$ cat src/rtl/segcall_pkg.sv
// segcall_pkg: shared types for the segmented call sequencer.
// Assumes: one phase value per cycle of the call sequence.
package segcall_pkg;

    typedef enum logic [2:0] {
        PH_IDLE = 3'd0,
        PH_LO   = 3'd1,
        PH_HI   = 3'd2,
        PH_WAIT = 3'd3,
        PH_DONE = 3'd4
    } seq_phase_t;

    localparam int unsigned BYTE_W = 8;

endpackage

$ cat src/rtl/segcall_target.sv
// segcall_target: combinational return-address and call-target computation.
// The segment bits of the target are taken from the return address.
// Assumes: OFF_W > BYTE_W and OFF_W - BYTE_W <= 4 (nibble of opcode).
module segcall_target #(
    parameter int unsigned PC_W  = 15,
    parameter int unsigned OFF_W = 12
) (
    input  logic [PC_W-1:0] pc_i,
    input  logic [7:0]      opc_i,
    input  logic [7:0]      opr_i,
    output logic [PC_W-1:0] ret_o,
    output logic [PC_W-1:0] tgt_o
);
    localparam int unsigned NIB_W = OFF_W - 8;

    // Purpose: form return address and segment-relative target.
    always_comb begin
        ret_o = pc_i + PC_W'(2);
        tgt_o = {ret_o[PC_W-1:OFF_W], opc_i[NIB_W-1:0], opr_i};
    end
endmodule

$ cat src/rtl/segcall_ctrl.sv
// segcall_ctrl: cycle counter that steps a call through its phases.
// Accepts a start only when idle. Flags bad opcodes for one cycle.
// Assumes: LAT >= 3 so both pushes precede completion.
module segcall_ctrl
    import segcall_pkg::*;
#(
    parameter int unsigned LAT = 5
) (
    input  logic       clk,
    input  logic       rst_n,
    input  logic       start_i,
    input  logic       legal_i,
    output logic       accept_o,
    output seq_phase_t phase_o,
    output logic       illegal_o
);
    localparam int unsigned CNT_W = $clog2(LAT + 1);

    logic [CNT_W-1:0] cnt_q;
    logic             illegal_q;

    // Purpose: a start is taken only in the idle phase.
    always_comb accept_o = start_i && (cnt_q == '0);

    // Purpose: advance the counter through the sequence.
    always_ff @(posedge clk) begin
        if (!rst_n) begin
            cnt_q <= '0;
        end else if (accept_o && legal_i) begin
            cnt_q <= CNT_W'(1);
        end else if (cnt_q == CNT_W'(LAT)) begin
            cnt_q <= '0;
        end else if (cnt_q != '0) begin
            cnt_q <= cnt_q + CNT_W'(1);
        end
    end

    // Purpose: one-cycle flag for a refused opcode.
    always_ff @(posedge clk) begin
        if (!rst_n) illegal_q <= 1'b0;
        else        illegal_q <= accept_o && !legal_i;
    end

    // Purpose: decode counter into a phase.
    always_comb begin
        if (cnt_q == '0)                phase_o = PH_IDLE;
        else if (cnt_q == CNT_W'(1))    phase_o = PH_LO;
        else if (cnt_q == CNT_W'(2))    phase_o = PH_HI;
        else if (cnt_q == CNT_W'(LAT))  phase_o = PH_DONE;
        else                            phase_o = PH_WAIT;
    end

    assign illegal_o = illegal_q;

    // completion lasts one cycle and returns to idle
    a_r6_done_single: assert property (@(posedge clk) disable iff (!rst_n)
        (phase_o == PH_DONE) |=> (phase_o == PH_IDLE));
    // a running sequence is never restarted
    a_r7_no_restart: assert property (@(posedge clk) disable iff (!rst_n)
        (phase_o != PH_IDLE) |=> (phase_o != PH_LO));
    // illegal flag is a single-cycle pulse
    a_r8_illegal_pulse: assert property (@(posedge clk) disable iff (!rst_n)
        illegal_q |=> !illegal_q);
endmodule

$ cat src/rtl/segcall_push.sv
// segcall_push: drives the byte-wide data-memory write port for both pushes.
// Low return byte at SP, then upper byte (bit 7 cleared) at SP-1.
// Assumes: PC_W - 8 < 8 so the upper byte fits with zero padding.
module segcall_push
    import segcall_pkg::*;
#(
    parameter int unsigned PC_W = 15,
    parameter int unsigned SP_W = 8
) (
    input  logic            clk,
    input  logic            rst_n,
    input  seq_phase_t      phase_i,
    input  logic [PC_W-1:0] ret_i,
    input  logic [SP_W-1:0] sp_i,
    output logic            we_o,
    output logic [SP_W-1:0] addr_o,
    output logic [7:0]      wdata_o
);
    localparam int unsigned HI_W  = PC_W - 8;
    localparam int unsigned PAD_W = 8 - HI_W;

    // Purpose: select write address and byte per phase.
    always_comb begin
        we_o    = 1'b0;
        addr_o  = sp_i;
        wdata_o = ret_i[7:0];
        if (phase_i == PH_LO) begin
            we_o = 1'b1;
        end else if (phase_i == PH_HI) begin
            we_o    = 1'b1;
            addr_o  = sp_i - SP_W'(1);
            wdata_o = {{PAD_W{1'b0}}, ret_i[PC_W-1:8]};
        end
    end

    // back-to-back writes go to descending addresses
    a_r5_descend: assert property (@(posedge clk) disable iff (!rst_n)
        (we_o && $past(we_o)) |-> (addr_o == $past(addr_o) - SP_W'(1)));
    // upper byte never has bit 7 set
    a_r5_hi_clear: assert property (@(posedge clk) disable iff (!rst_n)
        (we_o && $past(we_o)) |-> !wdata_o[7]);
endmodule

$ cat src/rtl/segcall_top.sv
// segcall_top: segmented subroutine-call sequencer.
// Captures the call operands on an accepted start, pushes the return
// address over two cycles and loads the new PC and SP at the end.
// Assumes: caller holds its PC/SP registers until the load strobes.
module segcall_top
    import segcall_pkg::*;
#(
    parameter int unsigned PC_W     = 15,
    parameter int unsigned SP_W     = 8,
    parameter int unsigned OFF_W    = 12,
    parameter int unsigned LAT      = 5,
    parameter logic [3:0]  CALL_NIB = 4'h3
) (
    input  logic            clk,
    input  logic            rst_n,
    input  logic            start_i,
    input  logic [7:0]      opc_i,
    input  logic [7:0]      opr_i,
    input  logic [PC_W-1:0] pc_i,
    input  logic [SP_W-1:0] sp_i,
    output logic            mem_we_o,
    output logic [SP_W-1:0] mem_addr_o,
    output logic [7:0]      mem_wdata_o,
    output logic            pc_load_o,
    output logic [PC_W-1:0] pc_o,
    output logic            sp_load_o,
    output logic [SP_W-1:0] sp_o,
    output logic            done_o,
    output logic            illegal_o,
    output logic            busy_o
);
    seq_phase_t      phase;
    logic            accept;
    logic            legal;
    logic [PC_W-1:0] ret_c, tgt_c;
    logic [PC_W-1:0] ret_q, tgt_q;
    logic [SP_W-1:0] sp_q;

    // Purpose: recognise the call opcode pattern.
    always_comb legal = (opc_i[7:4] == CALL_NIB);

    segcall_target #(.PC_W(PC_W), .OFF_W(OFF_W)) u_tgt (
        .pc_i (pc_i),
        .opc_i(opc_i),
        .opr_i(opr_i),
        .ret_o(ret_c),
        .tgt_o(tgt_c)
    );

    segcall_ctrl #(.LAT(LAT)) u_ctrl (
        .clk      (clk),
        .rst_n    (rst_n),
        .start_i  (start_i),
        .legal_i  (legal),
        .accept_o (accept),
        .phase_o  (phase),
        .illegal_o(illegal_o)
    );

    // Purpose: hold operands for the duration of the call.
    always_ff @(posedge clk) begin
        if (!rst_n) begin
            ret_q <= '0;
            tgt_q <= '0;
            sp_q  <= '0;
        end else if (accept && legal) begin
            ret_q <= ret_c;
            tgt_q <= tgt_c;
            sp_q  <= sp_i;
        end
    end

    segcall_push #(.PC_W(PC_W), .SP_W(SP_W)) u_push (
        .clk    (clk),
        .rst_n  (rst_n),
        .phase_i(phase),
        .ret_i  (ret_q),
        .sp_i   (sp_q),
        .we_o   (mem_we_o),
        .addr_o (mem_addr_o),
        .wdata_o(mem_wdata_o)
    );

    // Purpose: completion outputs.
    always_comb begin
        done_o    = (phase == PH_DONE);
        pc_load_o = done_o;
        sp_load_o = done_o;
        pc_o      = tgt_q;
        sp_o      = sp_q - SP_W'(2);
        busy_o    = (phase != PH_IDLE);
    end

    // loads never coincide with a memory write
    a_r6_load_quiet: assert property (@(posedge clk) disable iff (!rst_n)
        pc_load_o |-> (sp_load_o && !mem_we_o));
    // a refused opcode produces no side effect
    a_r8_no_effect: assert property (@(posedge clk) disable iff (!rst_n)
        illegal_o |-> (!mem_we_o && !pc_load_o && !busy_o));
    // writes happen only inside a busy sequence
    a_r5_we_busy: assert property (@(posedge clk) disable iff (!rst_n)
        mem_we_o |-> busy_o);
    // the target stays stable while the call runs
    a_r2_tgt_stable: assert property (@(posedge clk) disable iff (!rst_n)
        (busy_o && $past(busy_o)) |-> $stable(pc_o));
endmodule

$ cat config.mk
export PLATFORM = sky130hd
export DESIGN_NAME = segcall_top
export DESIGN_NICKNAME = d
export VERILOG_FILES = /design/src/rtl/segcall_pkg.sv /design/src/rtl/segcall_target.sv /design/src/rtl/segcall_ctrl.sv /design/src/rtl/segcall_push.sv /design/src/rtl/segcall_top.sv
export SDC_FILE = /design/constraint.sdc
export NUM_CORES = 1
export LEC_CHECK = 0
export ABC_AREA = 1
export CORE_MARGIN = 10
export CORE_UTILIZATION = 25
export CTS_CLUSTER_DIAMETER = 200
export CTS_CLUSTER_SIZE = 24
export DETAILED_ROUTE_END_ITERATION = 7
export DONT_BUFFER_PORTS = 1
export GPL_TIMING_DRIVEN = 1
export PLACE_DENSITY = 0.49
export SLEW_MARGIN = 0
export SYNTH_ARGS = -nofsm -noshare
export SYNTH_HDL_FRONTEND = slang
export SYNTH_HIERARCHICAL = 1
export SYNTH_SLANG_ARGS = --single-unit
$ cat constraint.sdc
create_clock -name clk -period 3.5 [get_ports clk]
set_clock_uncertainty 0.05 [all_clocks]
set_input_delay 0.175 -clock clk [delete_from_list [all_inputs] [get_ports clk]]
set_output_delay 0.175 -clock clk [all_outputs]
set_load 0.01 [all_outputs]
==> metrics.txt <==
# TYPE chip_impl_metric gauge
chip_impl_metric{name="final_nets",unit=""} 566
chip_impl_metric{name="cts.repair_timing.setup_buffer_count",unit=""} 0
chip_impl_info{name="ctsRootBufferMaster",value="sky130_fd_sc_hd__clkbuf_16"} 1
chip_impl_metric{name="tightest_slew",unit="ns"} 0.984
chip_impl_metric{name="number_of_sinks_on_the_clock_net",unit=""} 42
chip_impl_metric{name="drtIter0Drc",unit=""} 157
chip_impl_metric{name="grt_pass1_wl",unit="mm"} 14.4
chip_impl_metric{name="floorplan.rows",unit=""} 41
chip_impl_metric{name="hold_viol",unit=""} 0
chip_impl_metric{name="drive_above_1_share",unit=""} 0.0676
chip_impl_metric{name="antenna_found_initial",unit=""} 0
chip_impl_metric{name="sequential_to_total_area_share_from_yosys_stat",unit=""} 0.265
chip_impl_metric{name="core_area",unit="um^2"} 12500
chip_impl_info{name="rsz0062_at_grt",value="false"} 1
chip_impl_metric{name="setup-violations-final",unit=""} 0
chip_impl_metric{name="yosysWarningCount",unit=""} 6
chip_impl_info{name="hold_class",value="in -> reg"} 1
chip_impl_info{name="worstSetupStartpointType",value="register"} 1
chip_impl_metric{name="final.period_utilization",unit=""} 0.739
chip_impl_metric{name="netlist_area",unit="um^2"} 3180
chip_impl_metric{name="static-leakage-power",unit="uW"} 0.00179
chip_impl_metric{name="die_h",unit="um"} 133
chip_impl_metric{name="postSynthCellCount",unit=""} 543
chip_impl_metric{name="detailed_place_hpwl",unit="mm"} 6.40
chip_impl_metric{name="gr-usage-all-layers",unit=""} 0.0999
chip_impl_info{name="min_delay_worst_endpoint",value="u_ctrl/illegal_o$_SDFF_PN0_"} 1
chip_impl_info{name="worstSetupEndpointType",value="primary output"} 1
chip_impl_metric{name="period_minus_slack",unit="ns"} 2.58
chip_impl_metric{name="drv.max_cap_violation_count",unit=""} 0
chip_impl_metric{name="number_of_top_level_pins",unit=""} 87
chip_impl_metric{name="num_antenna_cells",unit=""} 0
chip_impl_metric{name="die_x",unit="um"} 133
chip_impl_metric{name="layout-area-overhead-vs-synth",unit="%"} 5.56
chip_impl_metric{name="placement.io_buffers",unit=""} 0
chip_impl_metric{name="cts_repair_resize_count",unit=""} 0
chip_impl_metric{name="vdd_drop_max",unit="uV"} 175
chip_impl_metric{name="synth_seq_cells",unit=""} 42
chip_impl_metric{name="worst_skew_pair.late_latency",unit="ns"} 0.28
chip_impl_metric{name="r2r.worst_path.cells",unit=""} 11
chip_impl_info{name="mostFrequentLayoutCells",value="sky130_fd_sc_hd__nand2_1 (149), sky130_fd_sc_hd__inv_1 (140), sky130_fd_sc_hd__nor2_1 (58), sky130_fd_sc_hd__nand4_1 (44), sky130_fd_sc_hd__dfxtp_1 (42)"} 1
chip_impl_metric{name="final_antenna_violating_net_count",unit=""} 0
chip_impl_metric{name="drt_pass1_iterations",unit=""} 4
chip_impl_info{name="final_common_cell",value="sky130_fd_sc_hd__nand2_1"} 1
chip_impl_metric{name="place.gp.congestion",unit=""} 0.827
chip_impl_metric{name="worst_slew_margin_relative_to_its_limit",unit=""} 0.339
chip_impl_info{name="synth.top_cells.by_area",value="sky130_fd_sc_hd__dfxtp_1 (26%), sky130_fd_sc_hd__nand2_1 (18%), sky130_fd_sc_hd__inv_1 (17%)"} 1
chip_impl_info{name="cts_tree",value="built"} 1
chip_impl_metric{name="floorplan.initialDensity",unit=""} 0.254
chip_impl_metric{name="via_count_of_the_first_global_routing_pass",unit=""} 2870
chip_impl_info{name="outcome",value="finished clean"} 1
chip_impl_metric{name="post-route-drc-count",unit=""} 0
chip_impl_metric{name="wirelength",unit="mm"} 8.57
chip_impl_metric{name="hold-path-cell-count",unit=""} 2
chip_impl_metric{name="fp.dieArea",unit="um^2"} 17600
chip_impl_metric{name="synth_cell_types",unit=""} 24
chip_impl_metric{name="routed-via-count",unit=""} 2810
chip_impl_metric{name="cp_data_required_time",unit="ns"} 3.27
chip_impl_metric{name="cp_data_arrival_time",unit="ns"} 2.36
chip_impl_metric{name="synth_top_cell_area_share",unit=""} 0.265
chip_impl_metric{name="final.fill_count",unit=""} 1466
chip_impl_metric{name="number_of_slew_limit_violations_in_the_final_report",unit=""} 0
chip_impl_metric{name="final_core_utilization",unit=""} 0.268
chip_impl_metric{name="cts.htree.levels",unit=""} 2
chip_impl_metric{name="vias_per_cell",unit=""} 4.07
chip_impl_metric{name="worst_setup_hold_path_clk_slew",unit="ns"} 0.06
chip_impl_metric{name="grt_overflow_total",unit=""} 0
chip_impl_metric{name="cts_bufs_inserted",unit=""} 5
chip_impl_info{name="critical_path_start_end_classification",value="reg -> out"} 1
chip_impl_info{name="synth_top_area_cell",value="sky130_fd_sc_hd__dfxtp_1"} 1
chip_impl_metric{name="postSynthNetCount",unit=""} 592
chip_impl_metric{name="maximum_operating_frequency",unit="MHz"} 387
chip_impl_info{name="timing.critical_path.from",value="u_ctrl/cnt_q[0]$_SDFFE_PN0P_"} 1
chip_impl_metric{name="clk_path_buf_depth",unit=""} 2
chip_impl_metric{name="route.detailed.wl_per_inst",unit="um"} 12.4
chip_impl_metric{name="critical_path_peak_fanout",unit=""} 14
chip_impl_info{name="hp-start",value="start_i"} 1
chip_impl_metric{name="totalNegativeSetupSlack",unit="ns"} 0
chip_impl_info{name="reg2reg_from",value="u_ctrl/cnt_q[0]$_SDFFE_PN0P_"} 1
chip_impl_metric{name="reg2reg_setup_slack",unit="ns"} 1.24
chip_impl_metric{name="synthesis.area_per_instance",unit="um^2"} 5.85
chip_impl_metric{name="power-per-cell-area",unit="nW/um^2"} 470
chip_impl_metric{name="grt_max_degree",unit=""} 40
chip_impl_info{name="r2r_end",value="pc_o[6]$_SDFFE_PN0P_"} 1
-- final cells by class --
type / count / area [um^2] / area share
repair buffers: 7 / 70.1 / 0.0209
flip-flops and latches: 42 / 841 / 0.251
well taps: 172 / 215 / 0.0642
clock buffers: 7 / 143 / 0.0426
inverters: 148 / 556 / 0.166
clock inverters: 1 / 5.00 / 0.00149
multi-input cells: 313 / 1520 / 0.454
-- stage by stage --
| step | std cells | instance area (um^2) | power, uW | hold WS (ns) | worst slack, ns |
|---|---|---|---|---|---|
| global route | 690 | 3350 | 1710 | 0.0160 | 0.642 |
| detailed placement | 679 | 3160 | 1120 | 0.260 | 1.20 |
| finish | 690 | 3350 | 1570 | 0.0161 | 0.915 |
| global placement | 679 | 3160 | 1100 | 0.263 | 1.30 |
| CTS | 690 | 3350 | 1620 | 0.00671 | 0.883 |
| floorplan | 543 | 3180 | 1020 | 0.276 | 1.58 |
-- report_power, final --
group | internal (uW) | total [uW] | switching [uW]
clock | 283 | 470 | 187
sequential | 504 | 529 | 25.1
combinational | 153 | 575 | 423
total | 940 | 1570 | 635
-- how the worst max path moves through the flow --
stage | end | depth (start not counted)
global placement | mem_addr_o[2] | 8
CTS | mem_addr_o[2] | 8
finish | mem_addr_o[2] | 8
global route | mem_addr_o[2] | 8
floorplan | mem_wdata_o[0] | 10
detailed placement | mem_addr_o[2] | 8
-- critical path: stages (launching register included) --
cell	delay [ns]
sky130_fd_sc_hd__dfxtp_1	0.38
sky130_fd_sc_hd__inv_1	0.10
sky130_fd_sc_hd__ha_1	0.28
sky130_fd_sc_hd__inv_1	0.10
sky130_fd_sc_hd__nor2_2	0.05
sky130_fd_sc_hd__nor2_1	0.28
sky130_fd_sc_hd__nand3_2	0.36
sky130_fd_sc_hd__nor2_4	0.25
sky130_fd_sc_hd__xor2_1	0.28
-- registers in the layout, indices dropped and copies added, names as in the netlist --
| name | count |
|---|---|
| u_ctrl/illegal_o | 1 |
| u_ctrl/cnt_q | 3 |
| pc_o | 15 |
| ret_q | 15 |
| sp_q | 8 |
-- layer usage --
layer,vias to the layer above,part of all wire,global-route usage
met2,62,0.47,0.171
met5,-,0,0
met4,0,0.013,0.0312
met1,1225,0.45,0.113
met3,5,0.073,0.0360
li1,1518,-,-
-- what timing repair did --
action	in CTS	in global routing
hold buffers	3	0
setup endpoints to repair	0	0
hold endpoints to repair	39	0
-- logic make-up after synthesis --
kind of cell	Yosys count	share of synthesized area
AOI/OAI and AO/OA	5	0.00788
adders and majority gates	7	0.0276
xor gates and xnor gates	15	0.0414
DFF	42	0.265
buffers and inverters	188	0.257
and+or+nand+nor	286	0.401
-- Yosys cell counts (all sizes together) --
| cell type | number |
|---|---|
| a21oi | 3 |
| buf | 37 |
| clkbuf | 3 |
| dfxtp | 42 |
| ha | 7 |
| inv | 148 |
| nand2 | 151 |
| nand3 | 20 |
| nand3b | 1 |
| nand4 | 44 |
| nor2 | 67 |
| nor3 | 3 |
| o21ai | 2 |
| xnor2 | 4 |
| xor2 | 11 |
Note: power is estimated with default switching activity, not from simulation.
